[src/rtl/fa_cache_pkg.sv]
// Shared types for the fully associative cache.
// Assumes: one outstanding processor access at a time.
package fa_cache_pkg;
    typedef enum logic [1:0] {
        ST_IDLE = 2'd0,
        ST_WB   = 2'd1,
        ST_FILL = 2'd2,
        ST_UPD  = 2'd3
    } fa_state_t;
endpackage

[src/rtl/fa_tag_store.sv]
// Tag, valid and dirty bits for every line, plus the parallel tag compare.
// Assumes: fill and dirty-set never target the same line in one cycle.
module fa_tag_store #(
    parameter int LINES = 8,
    parameter int TAG_W = 28,
    localparam int IDX_W = $clog2(LINES)
) (
    input  logic             clk,
    input  logic             rst_n,
    input  logic [TAG_W-1:0] lk_tag,
    input  logic             fill_en,
    input  logic [IDX_W-1:0] fill_idx,
    input  logic             dirty_en,
    input  logic [IDX_W-1:0] dirty_idx,
    input  logic [IDX_W-1:0] vic_idx,
    output logic             hit,
    output logic [IDX_W-1:0] hit_idx,
    output logic [LINES-1:0] valid_vec,
    output logic             vic_dirty,
    output logic [TAG_W-1:0] vic_tag
);
    logic [TAG_W-1:0] tag_q [LINES];
    logic [LINES-1:0] dirty_q;
    logic [LINES-1:0] match;

    // One comparator per line.
    genvar g;
    generate
        for (g = 0; g < LINES; g++) begin : g_cmp
            assign match[g] = valid_vec[g] && (tag_q[g] == lk_tag);
        end
    endgenerate

    // Encode the matching line number.
    always_comb begin
        hit_idx = '0;
        for (int i = 0; i < LINES; i++)
            if (match[i]) hit_idx = IDX_W'(i);
    end
    assign hit       = |match;
    assign vic_dirty = dirty_q[vic_idx] && valid_vec[vic_idx];
    assign vic_tag   = tag_q[vic_idx];

    // Update valid/dirty state; a fill leaves the line valid and clean.
    always_ff @(posedge clk) begin
        if (!rst_n) begin
            valid_vec <= '0;
            dirty_q   <= '0;
        end else begin
            if (fill_en) begin
                valid_vec[fill_idx] <= 1'b1;
                dirty_q[fill_idx]   <= 1'b0;
            end
            if (dirty_en) dirty_q[dirty_idx] <= 1'b1;
        end
    end

    // Store the tag of a refilled line.
    always_ff @(posedge clk) begin
        if (fill_en) tag_q[fill_idx] <= lk_tag;
    end

    // Tags in the cache are unique, so at most one line can match.
    a_r2_single_match: assert property (@(posedge clk) disable iff (!rst_n)
        $onehot0(match));
endmodule

[src/rtl/fa_victim_sel.sv]
// Picks the replacement line: lowest invalid line, otherwise the round-robin pointer.
// Assumes: advance pulses once per completed refill.
module fa_victim_sel #(
    parameter int LINES = 8,
    localparam int IDX_W = $clog2(LINES)
) (
    input  logic             clk,
    input  logic             rst_n,
    input  logic [LINES-1:0] valid_vec,
    input  logic             advance,
    output logic [IDX_W-1:0] victim
);
    logic [IDX_W-1:0] rr_q;

    // Lowest-numbered invalid line wins; fall back to the pointer.
    always_comb begin
        victim = rr_q;
        for (int i = LINES - 1; i >= 0; i--)
            if (!valid_vec[i]) victim = IDX_W'(i);
    end

    // Step the pointer on every refill.
    always_ff @(posedge clk) begin
        if (!rst_n)       rr_q <= '0;
        else if (advance) rr_q <= rr_q + 1'b1;
    end
endmodule

[src/rtl/fa_miss_ctrl.sv]
// Miss sequencer: IDLE, optional write-back, refill, then update/deliver.
// Assumes: the processor holds its request stable until done.
module fa_miss_ctrl
    import fa_cache_pkg::*;
(
    input  logic      clk,
    input  logic      rst_n,
    input  logic      cpu_req,
    input  logic      hit,
    input  logic      vic_dirty,
    input  logic      mem_ready,
    output fa_state_t state,
    output logic      miss_start,
    output logic      fill_fire,
    output logic      mem_req,
    output logic      mem_we
);
    fa_state_t nxt;

    // Next-state choice.
    always_comb begin
        nxt        = state;
        miss_start = 1'b0;
        unique case (state)
            ST_IDLE: if (cpu_req && !hit) begin
                miss_start = 1'b1;
                nxt        = vic_dirty ? ST_WB : ST_FILL;
            end
            ST_WB:   if (mem_ready) nxt = ST_FILL;
            ST_FILL: if (mem_ready) nxt = ST_UPD;
            ST_UPD:  nxt = ST_IDLE;
            default: nxt = ST_IDLE;
        endcase
    end

    assign mem_req   = (state == ST_WB) || (state == ST_FILL);
    assign mem_we    = (state == ST_WB);
    assign fill_fire = (state == ST_FILL) && mem_ready;

    // State register.
    always_ff @(posedge clk) begin
        if (!rst_n) state <= ST_IDLE;
        else        state <= nxt;
    end

    a_r10_req_held: assert property (@(posedge clk) disable iff (!rst_n)
        (mem_req && !mem_ready) |=> (mem_req && $stable(mem_we)));
    a_r6_wb_then_fill: assert property (@(posedge clk) disable iff (!rst_n)
        (mem_req && mem_we && mem_ready) |=> (mem_req && !mem_we));
endmodule

[src/rtl/fa_wb_cache.sv]
// Fully associative write-back, write-allocate data cache.
// Assumes: one access at a time, held until cpu_done; memory moves whole blocks.
module fa_wb_cache
    import fa_cache_pkg::*;
#(
    parameter int LINES  = 8,
    parameter int WORDS  = 4,
    parameter int WORD_W = 32,
    parameter int ADDR_W = 32,
    localparam int OFF_W = $clog2(WORDS * WORD_W / 8),
    localparam int WSEL_W = $clog2(WORDS),
    localparam int BSEL_W = $clog2(WORD_W / 8),
    localparam int TAG_W = ADDR_W - OFF_W,
    localparam int IDX_W = $clog2(LINES),
    localparam int BLK_W = WORDS * WORD_W
) (
    input  logic              clk,
    input  logic              rst_n,
    input  logic              cpu_req,
    input  logic              cpu_we,
    input  logic [ADDR_W-1:0] cpu_addr,
    input  logic [WORD_W-1:0] cpu_wdata,
    output logic [WORD_W-1:0] cpu_rdata,
    output logic              cpu_done,
    output logic              cpu_stall,
    output logic              mem_req,
    output logic              mem_we,
    output logic [ADDR_W-1:0] mem_addr,
    output logic [BLK_W-1:0]  mem_wblock,
    input  logic [BLK_W-1:0]  mem_rblock,
    input  logic              mem_ready
);
    fa_state_t         state;
    logic              hit, vic_dirty, miss_start, fill_fire;
    logic [IDX_W-1:0]  hit_idx, vic_comb, vict_q, vic_idx, line_sel;
    logic [LINES-1:0]  valid_vec;
    logic [TAG_W-1:0]  req_tag, vic_tag;
    logic [WSEL_W-1:0] wsel;
    logic              wr_hit, wr_upd;
    logic [BLK_W-1:0]  line_data [LINES];

    assign req_tag = cpu_addr[ADDR_W-1:OFF_W];
    assign wsel    = cpu_addr[BSEL_W +: WSEL_W];
    assign vic_idx = (state == ST_IDLE) ? vic_comb : vict_q;

    fa_tag_store #(.LINES(LINES), .TAG_W(TAG_W)) u_tags (
        .clk(clk), .rst_n(rst_n), .lk_tag(req_tag),
        .fill_en(fill_fire), .fill_idx(vict_q),
        .dirty_en(wr_hit || wr_upd), .dirty_idx(line_sel),
        .vic_idx(vic_idx), .hit(hit), .hit_idx(hit_idx),
        .valid_vec(valid_vec), .vic_dirty(vic_dirty), .vic_tag(vic_tag)
    );

    fa_victim_sel #(.LINES(LINES)) u_vic (
        .clk(clk), .rst_n(rst_n), .valid_vec(valid_vec),
        .advance(fill_fire), .victim(vic_comb)
    );

    fa_miss_ctrl u_ctrl (
        .clk(clk), .rst_n(rst_n), .cpu_req(cpu_req), .hit(hit),
        .vic_dirty(vic_dirty), .mem_ready(mem_ready), .state(state),
        .miss_start(miss_start), .fill_fire(fill_fire),
        .mem_req(mem_req), .mem_we(mem_we)
    );

    // Hold the chosen victim for the whole miss.
    always_ff @(posedge clk) begin
        if (!rst_n)          vict_q <= '0;
        else if (miss_start) vict_q <= vic_comb;
    end

    assign line_sel = (state == ST_UPD) ? vict_q : hit_idx;
    assign wr_hit   = (state == ST_IDLE) && cpu_req && cpu_we && hit;
    assign wr_upd   = (state == ST_UPD) && cpu_we;

    // Data array: block refill, or a word merge on a write hit / after allocate.
    always_ff @(posedge clk) begin
        if (fill_fire)
            line_data[vict_q] <= mem_rblock;
        else if (wr_hit || wr_upd)
            line_data[line_sel][wsel*WORD_W +: WORD_W] <= cpu_wdata;
    end

    assign cpu_rdata  = line_data[line_sel][wsel*WORD_W +: WORD_W];
    assign cpu_done   = ((state == ST_IDLE) && cpu_req && hit) || (state == ST_UPD);
    assign cpu_stall  = ((state == ST_IDLE) && cpu_req && !hit) ||
                        (state == ST_WB) || (state == ST_FILL);
    assign mem_addr   = mem_we ? {vic_tag, {OFF_W{1'b0}}} : {req_tag, {OFF_W{1'b0}}};
    assign mem_wblock = line_data[vict_q];

    a_r9_done_xor_stall: assert property (@(posedge clk) disable iff (!rst_n)
        !(cpu_done && cpu_stall));
    a_r4_hit_no_mem: assert property (@(posedge clk) disable iff (!rst_n)
        (state == ST_IDLE && cpu_req && hit) |-> !mem_req);
    a_r7_clean_no_wb: assert property (@(posedge clk) disable iff (!rst_n)
        (miss_start && !vic_dirty) |=> (mem_req && !mem_we));
    a_r3_fill_then_done: assert property (@(posedge clk) disable iff (!rst_n)
        fill_fire |=> cpu_done);
endmodule

[config.mk]
export PLATFORM = sky130hd
export DESIGN_NAME = fa_wb_cache
export DESIGN_NICKNAME = d
export VERILOG_FILES = /design/src/rtl/fa_cache_pkg.sv /design/src/rtl/fa_tag_store.sv /design/src/rtl/fa_victim_sel.sv /design/src/rtl/fa_miss_ctrl.sv /design/src/rtl/fa_wb_cache.sv
export SDC_FILE = /design/constraint.sdc
export NUM_CORES = 2
export LEC_CHECK = 0
export BUFFER_PORTS_ARGS = -buffer_cell sky130_fd_sc_hd__buf_4
export CAP_MARGIN = 15
export CELL_PAD_IN_SITES_DETAIL_PLACEMENT = 2
export CELL_PAD_IN_SITES_GLOBAL_PLACEMENT = 2
export CORE_UTILIZATION = 40
export CTS_CLUSTER_SIZE = 40
export DETAILED_ROUTE_END_ITERATION = 8
export PLACE_DENSITY_LB_ADDON = 0.1
export SLEW_MARGIN = 10
export SYNTH_ARGS = -nofsm -noshare
export SYNTH_HDL_FRONTEND = slang
export SYNTH_SLANG_ARGS = --single-unit
export TNS_END_PERCENT = 50
[constraint.sdc]
create_clock -name clk -period 6.05 [get_ports clk]
set_input_delay 0.605 -clock clk [delete_from_list [all_inputs] [get_ports clk]]
set_output_delay 0.605 -clock clk [all_outputs]
set_load 0.02 [all_outputs]
Word-level counts from Yosys, hierarchy flattened:

Memory sizes are Yosys's and may differ from the RTL's. A register that Yosys moved wholly into a read port is not among the register bits.
Cells that the tools add are included.

* output and inout bits: 196
* memories: 2
* input bits: 197
* flip-flop bits (word level): 24
* memory bits (writable): 1248

* $lt $le $gt $ge: 5
* shift-type cells: 3
* bitwise gates (word level): 4
* reductions and logical operators: 29
* equality and inequality tests: 14
* muxes and demuxes: 46
* $add $sub $neg: 2

Memory list
* line_data: depth 8, width 128, read ports 2, clocked after Yosys merged registers in 1, wr ports 1, RTL line fa_wb_cache.sv:40 `logic [BLK_W-1:0] line_data [LINES];`
* u_tags.tag_q: depth 8, width 28, read ports 9, clocked after Yosys merged registers in 0, wr ports 1, RTL line fa_tag_store.sv:22 `logic [TAG_W-1:0] tag_q [LINES];`

Operators with widths (count)
* $mux 128: 3
* $eq 28x28->1: 8
* $reduce_or 128->1: 1
* $shift 32x34->128 const A: 1
* $shiftx 128x8->32: 1
* $shiftx 32x34->128: 1
* $mux 3: 17
* $neg 7->34: 1
* $mux 32: 1
* $mux 8: 3
* $logic_and 1x1->1: 19
* $or 8x8->8: 2
* $lt 3x4->1 const B: 3
* $mux 2: 6
* $mux 1: 11
* $and 8x8->8: 1
* $not 8->8: 1
* $pmux 2 s4: 1
* $reduce_or 8->1: 1
* $bmux 1 s3: 2
* $demux 1 s3: 2
* $ge 3x1->1 const B: 2
* $logic_or 1x1->1: 5
* $eq 2x2->1 const B: 2
* other kinds (7): 8

Depth between registers and ports, before layout:

An unclocked memory read counts as a cell.

* depth after elaboration: 17
* depth in mapped cells: 15

By module:

A second synthesis with hierarchy kept.

* cell total of the unflattened synthesis: 4471
* area, all modules: 61994.5 um^2

By module, submodules not included
* fa_wb_cache: area each 49616.3 um^2, cells each 3680, instances 1
* fa_tag_store: area each 11974.0 um^2, cells each 744, instances 1
* fa_miss_ctrl: area each 207.7 um^2, cells each 23, instances 1
* fa_victim_sel: area each 196.4 um^2, cells each 24, instances 1

Worst setup path before layout:

No wires, ideal clock.

* path type: input-to-reg
* from: input port cpu_addr[24]
* to: memory line_data[4][0] in the netlist's numbering (enable)
* data arrival time: 4250 ps
* path slack: 1379 ps
* stages: 14
* required time: 5629 ps
* setup time: 421 ps
* path through: buf_4 -> xor2_1 -> or2_1 -> nor3b_1 -> nand4_1 -> a2111oi_4 -> a21o_1 -> buf_4 -> buf_4 -> buf_2 -> nand2_1 -> nor2_1 -> a31oi_1 -> nor2_1

* cells in the longest elaborated chain, start to end: 11
* elaborated cells between the ends (all ways): 33
* classes of those cells: eq/ne: 8; mux: 13; reduce/logical: 12

Ends and longest elaborated chain
* from (decl): RTL line fa_wb_cache.sv:21 `input logic [ADDR_W-1:0] cpu_addr,`
* branches (longest 11 deep; another with $mux 128)
* to (decl): RTL line fa_wb_cache.sv:40

Parallel ways; which one is timed is not known.

==> Flow_metrics.wiki <==
{| class="wikitable"
! Metric !! Value
|-
| Result of the run || complete, no violations
|-
| Total overflow reported by the global router || 0
|-
| R2r worst-path depth || 12
|-
| Max-slew violations || 0
|-
| Wire length of the first global-routing pass || roughly 360000 µm
|-
| CTS clock-pin slew for the worst setup and hold paths || 0.07 ns
|-
| Post-synthesis cell area || about 60000 µm²
|-
| Post-synth cell types || 70
|-
| Vias per cell || 6.42
|-
| Clock H-tree levels || 4
|-
| Average wire length per cell after detail routing || 37.0 µm
|-
| Final period util || between 90 and 100%
|-
| Total vias in the final route || around 45000
|-
| Via count of the first global-routing pass || between 40000 and 50000
|-
| Maximum achievable frequency || 167 MHz
|-
| Die footprint || 155000 µm²
|-
| Switching power total || 6.95 mW
|-
| Total number of nets in the final design || between 5000 and 6000
|-
| Number of ports placed on the die boundary || just under 400
|-
| PnR worst setup slack || 0.0587 ns
|-
| Slew @ Worst Pin || about 1.2 ns
|-
| CTS Hold Buffers Added || 0
|-
| Max stage delay cell, worst path || sky130_fd_sc_hd__a2111oi_2
|-
| Total clock sinks || 1275
|-
| Switching part of the total || 29.1%
|-
| Reg2Reg Capture Point || line_data[1][110]$_DFFE_PP_
|-
| Endpoint required time on the critical path || 5.44 ns
|-
| Setup repair after global routing missed its margin || no
|-
| Maximum fanout along the worst path || 14
|-
| Hold WC Path Type || input pin to register
|-
| DP Worst Slack || 0.105 ns
|-
| Longest Clk Path Bufs || 3
|-
| Fraction of synthesized cell area taken by the top area cell type || 61.1%
|-
| Die Span Y || a little under 400 µm
|-
| Overall power || between 20 and 25 mW
|-
| Length of the first detailed-routing pass in iterations || 6
|-
| Setup Crit Path Kind || register to output pin
|-
| Area added between synthesis and finish || 19.9%
|-
| Source of the worst register-to-register timing path || u_tags.tag_q[6][23]$_DFFE_PP_
|-
| IO buf count || roughly 390
|-
| Routed wire length || around 260000 µm
|-
| Final period demand of the worst path || 5.99 ns
|-
| Most numerous cell on the critical path || sky130_fd_sc_hd__buf_4
|-
| Fraction of final layout cells sized beyond drive strength 1 || between 20 and 30%
|-
| Dominant synthesized flop cell || sky130_fd_sc_hd__edfxtp_1
|-
| Relative slew slack || 18.6%
|-
| Synthesized instance count || 4384
|-
| Final setup TNS || 0 ns
|-
| Final antenna-violating net count || 0
|-
| Ys async rst share || 0%
|-
| Total of flip-flops plus latches after synthesis || 1275
|-
| Die X-Extent || 393 µm
|-
| Cell-internal power || about 17 mW
|-
| Area of the core region || roughly 150000 µm²
|-
| Maximum single-stage delay on the critical path || between 1 and 1.5 ns
|-
| Final hold violation count || 0
|-
| Part of the total power dissipated in sequential elements || 42.5%
|-
| Pin count of the biggest net entering global routing || 152
|-
| FP Rows || roughly 140
|-
| Routability Congestion || 0.944
|-
| Combinational Power Share || 20.3%
|-
| Top post-synthesis cells by area || sky130_fd_sc_hd__edfxtp_1 61%, sky130_fd_sc_hd__mux4_2 9.4%, sky130_fd_sc_hd__nand2_1 4.0%
|-
| Largest area contributor in the synthesized netlist || sky130_fd_sc_hd__edfxtp_1
|-
| Critical path endpoint category || output pin
|-
| Root Driver || sky130_fd_sc_hd__clkbuf_16
|-
| Critical Path Source Type || register
|-
| R2R Setup Slk || roughly 1.3 ns
|-
| Starting utilization of the core area || roughly 40%
|-
| Starting DRT DRC Count || 4763
|-
| Series of cell instances along the critical path || xnor2_1 -> nand3_1 -> nor4_2 -> a2111oi_1 -> buf_4 -> o31ai_1 -> buf_4 -> nand2_4 -> buf_12 -> a221oi_1 -> a21oi_1 -> a2111oi_2 -> o22ai_1 -> buf_4
|-
| Insertion delay to the later sink of the worst-skew pair || between 0.7 and 0.8 ns
|-
| Post-DP HPWL || approximately 180000 µm
|-
| Final count of negative-setup-slack endpoints || 0
|-
| Number of antenna violations at the first check in global routing || 17
|-
| Overall fraction of global-route tracks in use || 33.0%
|-
| Worst Hold Endpoint || u_tags.tag_q[1][23]$_DFFE_PP_
|-
| Worst hold path depth || 1
|-
| Number of enable flip-flop cells after synthesis || around 1200
|-
| Leakage || roughly 24 nW
|-
| Synth Warn # || 0
|-
| Sequential fraction of the synthesis area || between 60% and 70%
|-
| Average cell area after synthesis || between 10 and 15 µm²
|-
| Worst min-delay path startpoint || cpu_addr[27]
|-
| Final core occ || roughly half
|-
| Final worst clock skew || around 0.03 ns
|-
| Fraction of power consumed by the clock network || 37.3%
|-
| Peak supply drop || 0.253 mV
|-
| Power density over cell area || 325 nW/µm²
|-
| Total clock buffers created by CTS || 148
|-
| TritonCTS clock tree || done
|-
| DRC || 0
|-
| Critical Path AT || 5.39 ns
|-
| Total of fill cells in the finished design || approximately 14000
|-
| Maxcap violations || 0
|}
## registers in the layout, summed over array words and instances (netlist names), named ones only
name and flops:
line_data 1024, u_tags.tag_q 224, u_tags.dirty_q 8, u_tags.valid_vec 8, u_vic.rr_q 3, vict_q 3, u_ctrl.state 2
## through the flow
stage                     std cells  cell area [µm²]  hold slack [ns]
after CTS                      6995            73400           0.0491
final                          7000            73500           0.0765
after global placement         6728            68600            0.483
after detailed placement       6728            68600            0.494
after global routing           6998            73500           0.0631
after floorplan                4387            61300            0.456
## per-layer routing
layer	vias to the layer above	part of all wire [%]	track usage, %
met5	-	0.011	0
met2	2114	47	52.2
met3	387	7.5	5.02
met4	4	5.3	15.8
li1	18384	-	-
met1	24024	40	44.7
## cells in the mapped netlist (79+ instances only)
library cell               instances
sky130_fd_sc_hd__clkbuf_1        180
sky130_fd_sc_hd__edfxtp_1       1248
sky130_fd_sc_hd__mux2_2          135
sky130_fd_sc_hd__mux4_2          256
sky130_fd_sc_hd__buf_2            79
sky130_fd_sc_hd__nand4_1         107
sky130_fd_sc_hd__nor2_1          144
sky130_fd_sc_hd__nand2_1         661
sky130_fd_sc_hd__nand3_1         110
sky130_fd_sc_hd__xnor2_1         172
sky130_fd_sc_hd__a221oi_1        137
sky130_fd_sc_hd__o21ai_0         157
sky130_fd_sc_hd__a22oi_1         136
## power groups by stage
stage / logic, mW / registers [mW] / clock network [mW]
6_report: 4.85 / 10.2 / 8.91
5_1_grt: 5.04 / 10.2 / 9.31
4_1_cts: 4.84 / 10.2 / 9.00
3_5_place_dp: 4.80 / 10.3 / 0
3_3_place_gp: 4.71 / 10.3 / 0
2_1_floorplan: 2.43 / 10.3 / 0
## placed cells by master (no fill, tap or decap), types with 64 or more instances in the layout
cell                        synthesis  routed
sky130_fd_sc_hd__buf_12             0      79
sky130_fd_sc_hd__a221oi_1         137     137
sky130_fd_sc_hd__a21oi_1           76      69
sky130_fd_sc_hd__mux2_2           135     135
sky130_fd_sc_hd__clkbuf_16          0     155
sky130_fd_sc_hd__mux2i_1           64      64
sky130_fd_sc_hd__edfxtp_1        1248    1248
sky130_fd_sc_hd__o21ai_0          157     157
sky130_fd_sc_hd__buf_4             54     593
sky130_fd_sc_hd__nor2_1           144     107
sky130_fd_sc_hd__mux4_2           256     256
sky130_fd_sc_hd__xnor2_1          172     166
sky130_fd_sc_hd__nand3_1          110     110
sky130_fd_sc_hd__nand2_1          661     659
sky130_fd_sc_hd__nand4_1          107     107
sky130_fd_sc_hd__a22oi_1          136     136
## worst max-delay path: cells and delay by family (launching register included)
kind	cells	cell delay [ns]
AOI/OAI and AO/OA	6	2.18
buffers and inverters	4	0.81
and+or+nand+nor	3	0.72
xor gates and xnor gates	1	0.47
DFF	1	0.42
## how the worst max path moves through the flow
stage                                        from                   endpoint
floorplan                            cpu_addr[24]  line_data[4][0]$_DFFE_PP_
global placement                     cpu_addr[31]               cpu_rdata[2]
detailed placement                   cpu_addr[31]               cpu_rdata[2]
CTS                 u_tags.tag_q[4][16]$_DFFE_PP_               cpu_rdata[0]
global route        u_tags.tag_q[6][22]$_DFFE_PP_              cpu_rdata[31]
finish              u_tags.tag_q[6][23]$_DFFE_PP_              cpu_rdata[21]
## cell type report
type | count | area, µm² | share of cell area (%)
repair buffers | 673 | 6040 | 8.22
inverters | 17 | 63.8 | 0.0868
multi-input cells | 2736 | 22100 | 30.1
diodes | 2 | 5.00 | 0.00681
well taps | 2030 | 2540 | 3.45
clock inverters | 81 | 727 | 0.989
clock buffers | 186 | 4010 | 5.45
flip-flops and latches | 1275 | 38000 | 51.7
## cell families after synthesis
family                   synth area share [%]
AO/OA/AOI/OAI                            10.3
multiplexers                             12.9
buffers and inverters                    2.86
AND/OR/NAND/NOR                          8.53
adder cells (fa/ha/maj)                 0.204
XOR/XNOR                                 3.16
flip-flops                               62.0
other                                 0.00612
## what timing repair did
action,CTS,global route
hold endpoints to repair,0,0
gates resized for setup,7,10
setup endpoints to repair,13,6
buffers inserted,0,3
pin swaps,0,1
No activity file was read; power rests on OpenSTA's default activity.
